--- config.mk ---
export PLATFORM = sky130hd
export DESIGN_NAME = qpsk_itd_demod
export DESIGN_NICKNAME = d
export VERILOG_FILES = /design/src/rtl/qpsk_itd_demod.sv
export SDC_FILE = /design/constraint.sdc
export NUM_CORES = 1
export LEC_CHECK = 0
export BUFFER_PORTS_ARGS = -buffer_cell sky130_fd_sc_hd__buf_2
export CELL_PAD_IN_SITES_DETAIL_PLACEMENT = 1
export CELL_PAD_IN_SITES_GLOBAL_PLACEMENT = 1
export CORE_UTILIZATION = 42
export CTS_CLUSTER_DIAMETER = 60
export DETAILED_ROUTE_END_ITERATION = 8
export PLACE_DENSITY_LB_ADDON = 0.1
export RECOVER_POWER = 100
export SYNTH_ARGS = -nofsm -noshare
export SYNTH_HDL_FRONTEND = slang
export SYNTH_SLANG_ARGS = --single-unit
export TNS_END_PERCENT = 30
--- constraint.sdc ---
create_clock -name clk -period 6.22 [get_ports clk]
set_input_delay 1.244 -clock clk [delete_from_list [all_inputs] [get_ports clk]]
set_output_delay 1.244 -clock clk [all_outputs]
set_load 0.02 [all_outputs]
--- src/rtl/qpsk_itd_demod.sv ---
module qpsk_itd_demod #(
  parameter int SW = 8,
  parameter int TW = 16,
  parameter int LW = 8
) (
  input  logic          clk,
  input  logic          rst,
  input  logic [SW-1:0] smp,
  input  logic [SW-1:0] ref_cos,
  input  logic [SW-1:0] ref_sin,
  input  logic          chip_clk,
  input  logic [TW-1:0] thr_i,
  input  logic [TW-1:0] thr_q,
  input  logic [LW-1:0] win_len,
  output logic          bit_i,
  output logic          bit_q,
  output logic          bit_vld
);
  localparam int PW = 2 * SW;
  localparam int AW = PW + LW;

  logic          chip_q;
  logic [LW-1:0] cnt;
  logic [AW-1:0] acc_i, acc_q;
  logic [PW-1:0] prod_i, prod_q;

  assign prod_i = PW'(smp) * PW'(ref_cos);
  assign prod_q = PW'(smp) * PW'(ref_sin);

  wire decide = chip_clk & ~chip_q;
  wire open_w = cnt < win_len;
  wire [AW-1:0] thr_i_w = {{(AW-TW){1'b0}}, thr_i};
  wire [AW-1:0] thr_q_w = {{(AW-TW){1'b0}}, thr_q};

  always_ff @(posedge clk) chip_q <= chip_clk;

  always_ff @(posedge clk) begin
    if (rst) begin
      acc_i   <= '0;
      acc_q   <= '0;
      cnt     <= '0;
      bit_i   <= 1'b0;
      bit_q   <= 1'b0;
      bit_vld <= 1'b0;
    end else if (decide) begin
      bit_i   <= !(acc_i > thr_i_w);
      bit_q   <= !(acc_q > thr_q_w);
      bit_vld <= 1'b1;
      acc_i   <= '0;
      acc_q   <= '0;
      cnt     <= '0;
    end else begin
      bit_vld <= 1'b0;
      if (open_w) begin
        acc_i <= acc_i + AW'(prod_i);
        acc_q <= acc_q + AW'(prod_q);
        cnt   <= cnt + 1'b1;
      end
    end
  end

  a_r7_single_pulse: assert property (@(posedge clk) disable iff (rst)
    bit_vld |=> !bit_vld);

  a_r3_edge_gives_valid: assert property (@(posedge clk) disable iff (rst)
    (chip_clk && !$past(chip_clk)) |-> ##1 bit_vld);

  a_r3_no_edge_no_valid: assert property (@(posedge clk) disable iff (rst)
    !(chip_clk && !$past(chip_clk)) |=> !bit_vld);

  a_r6_clear_on_decide: assert property (@(posedge clk) disable iff (rst)
    bit_vld |-> (acc_i == '0 && acc_q == '0 && cnt == '0));

  a_r2_hold_after_window: assert property (@(posedge clk) disable iff (rst)
    (!decide && !open_w) |=> ($stable(acc_i) && $stable(acc_q)));

  a_r1_no_wrap: assert property (@(posedge clk) disable iff (rst)
    (!decide && open_w) |=> (acc_i >= $past(acc_i) && acc_q >= $past(acc_q)));
endmodule

==> metrics.md <==
| Metric | Value |
|---|---|
| Finished Layout Cells | 1365 |
| Largest family of logic cells by synthesized area | adder cells |
| Rel. slew slack | -0.972 |
| DP Cell Count | 1349 |
| Max-Cap Viols | 2 |
| Top cells by area, synth | fa_1 (24%), ha_1 (18%), dfxtp_1 (14%) |
| Final WS setup | 0.480 ns |
| DRT Wirelength | 21500 µm |
| DR pass1 iterations | 4 |
| Hold EP | acc_q[7] |
| Synth Area in XOR/XNOR | 0.0340 |
| Port Buf Inserts | 69 |
| Core Region | 19700 µm² |
| Worst reg-to-reg setup slack | 1.31 ns |
| Max incr delay on CP | 0.54 ns |
| Via count | 6917 |
| Synth cell count leaders | inv_1 (229), nand2_1 (137), ha_1 (122), fa_1 (100), and2_1 (63) |
| Hold Crit Depth | 2 |
| Cts repair resizes | 0 |
| Failing checks | max-capacitance violations, max-slew violations |
| VDD IR max | 0.224 mV |
| Clock power share | 0.145 |
| Flop pwr share | 0.143 |
| Period Utilization, post-route | 0.923 |
| Vias in the first global route | 7148 |
| Yosys warns | 0 |
| Worst path most repeated cell | fa_1 |
| P_leak | 4.99 nW |
| Combinational group share of total power | 0.712 |
| Initial DRC Count | 169 |
| Via/cell ratio | 5.07 |
| Reg-to-reg endpoint | acc_i[19] |
| Nets@finish | 1384 |
| Total power | 3.76 mW |
| CTS HTree Levels | 3 |
| Post-synthesis async set-or-reset flop share | 0 |
| Cts hold-fix bufs | 0 |
| Startpoint Class | input port |
| Initial core utilization | 0.433 |
| Largest net degree at the start of global routing | 41 |
| Global placement routability congestion | 0.801 |
| Adder-cell share of the synthesized area | 0.415 |
| Crit path max fanout | 16 |
| Post-DP HPWL | 17200 µm |
| Share of post-route cells with drive strength above 1 | 0.0773 |
| Antenna-violating nets left | 0 |
| Design area | 9370 µm² |
| CP max stage cell | fa_1 |
| Mux cell area share after synthesis | 0 |
| First-pass GRT wire length | 35400 µm |
| Worst-path clk slew | 0.06 ns |
| Post-route setup TNS | 0 ns |
| Initial antenna violation count | 1 |
| Worst-path cell chain | buf_2 -> nand2_1 -> fa_1 -> inv_1 -> fa_1 -> inv_1 -> fa_1 -> fa_1 -> inv_1 -> ha_1 -> nand2_1 -> o21bai_1 -> a31oi_1 -> a41oi_1 -> o21a_1 -> or3_1 -> a21oi_1 |
| Yosys cell types | 56 |
| Clock skew | 0.0122 ns |
| Layout area overhead | 10.1% |
| Unrepaired setup endpoints after global routing | false |
| R2r startpoint | acc_i[6] |
| Hold path start | acc_q[7] |
| Pwr dens | 402 nW/µm² |
| Post-Synthesis Cell Area | 8510 µm² |
| Final setup viols | 0 |
| Grt total ovfl | 0 |
| Worst EP required | 6.49 ns |
| CTS tree | done |
| Status | finished, violations left |
| Synthesized Nets | 1326 |
| Routed len/inst | 15.7 µm |
| Placed cell area | 9110 µm² |
| Most common flop cell mapped by yosys | dfxtp_1 |
| Residual DRC | 0 |
| Clk root buf | clkbuf_16 |
| Highest clock rate | 0.174 GHz |
| Sw frac | 0.479 |
| NetSw | 1.80 mW |
| Die X | 144 µm |
| CP endpoint kind | flip-flop |
| Crit path kind | in -> reg |
| Period minus WS final | 5.74 ns |
| Worst skew pair latency | 0.35 ns |
| Seq cells post-synth | 60 |
| Yosys top cell area share | 0.235 |
| Max clock buf depth | 2 |
| Seq/Total Area, Yosys | 0.141 |
| P_int | 1.96 mW |
| Reg2Reg Depth | 16 |
| CP arrival | 6.01 ns |
| Complex-gate fraction of the synthesized area | 0.117 |
| Max-slew violation count | 68 |
| Die Y | 144 µm |
| Syn avg cell area | 8.20 µm² |
| Simple-gate share of the synthesized area | 0.179 |
| I/O pin count | 70 |
| Core Rows | 51 |
| Number of post-CTS setup repair buffers | 0 |
| Synthesized instance count | 1037 |
| Hold Crit Class | reg -> reg |
| Post-synth EDFFs | 0 |
| Place WS | 0.177 ns |
| Total Routing Usage GR | 0.223 |
| Final Hold Fails | 0 |
| Clock Sinks | 60 |
| Top-count cell post-synth | inv_1 |
| Worst Max-Slew Pin Slew | 2.93 ns |
| Largest area contributor in the netlist | fa_1 |
| Total die area | 20800 µm² |
| TritonCTS Buffers | 9 |
registers in the layout (all words and copies together) (netlist names):
name	count
acc_i	24
bit_q	1
acc_q	24
bit_i	1
chip_q	1
bit_vld	1
cnt	8
cell type report:
class | count | area [µm²]
Clock inverter | 4 | 48.8
Inverter | 229 | 860
Fill cell | 2443 | 10300
Antenna cell | 1 | 2.50
Clock buffer | 11 | 253
Multi-Input combinational cell | 723 | 6310
Sequential cell | 60 | 1200
Tap cell | 265 | 332
Timing Repair Buffer | 72 | 360
how the worst max path moves through the flow:
stage	start	endpoint	depth (start not counted)
finish	smp[5]	acc_i[19]	17
global route	smp[5]	acc_i[21]	17
CTS	smp[5]	acc_i[19]	17
detailed placement	smp[5]	acc_i[21]	17
global placement	smp[5]	acc_i[19]	17
floorplan	smp[1]	acc_q[12]	17
critical path, delay by kind of cell:
family,cells,cell delay (ns)
AOI/OAI and AO/OA,5,1.42
adders and majority gates,5,2.36
and+or+nand+nor,3,0.55
buffers and inverters,4,0.42
power by group through the flow:
stage	Combinational [mW]	Clock, mW	Sequential [mW]
2_1_floorplan	2.11	0	0.522
3_3_place_gp	2.62	0	0.550
3_5_place_dp	2.69	0	0.552
4_1_cts	2.72	0.560	0.544
5_1_grt	3.09	0.568	0.550
6_report	2.68	0.545	0.539
layout by cell type (no fill, tap or decap), drive strengths merged, types with 12 or more instances in the layout:
| cell | instances |
|---|---|
| fa | 100 |
| buf | 68 |
| xnor2 | 21 |
| and2 | 63 |
| inv | 229 |
| dfxtp | 60 |
| nand2 | 138 |
| xor2 | 12 |
| clkbuf | 15 |
| a21o | 14 |
| o21ai | 32 |
| nor2 | 31 |
| ha | 122 |
| a21oi | 61 |
| nand3 | 16 |
cells by family after synthesis:
family,count (synthesis)
AND/OR/NAND/NOR,311
buffers and inverters,254
adder cells (fa/ha/maj),222
AO/OA/AOI/OAI,157
flip-flops,60
XOR/XNOR,33
per-stage QoR:
stage	util	hold WS [ns]
2_1_floorplan	-	0.449
3_3_place_gp	0.463	0.467
3_5_place_dp	0.463	0.475
4_1_cts	0.479	0.483
5_1_grt	0.477	0.503
6_report	0.477	0.474
metal layers:
metal / vias to the layer above / track usage / routed length (µm)
met1: 3421 / 0.290 / 9880
met3: 20 / 0.0334 / 647
met4: 0 / 0.0537 / 320
li1: 3408 / - / -
met5: - / 0 / 0
met2: 68 / 0.388 / 10600
Note: power is estimated with default switching activity, not from simulation.
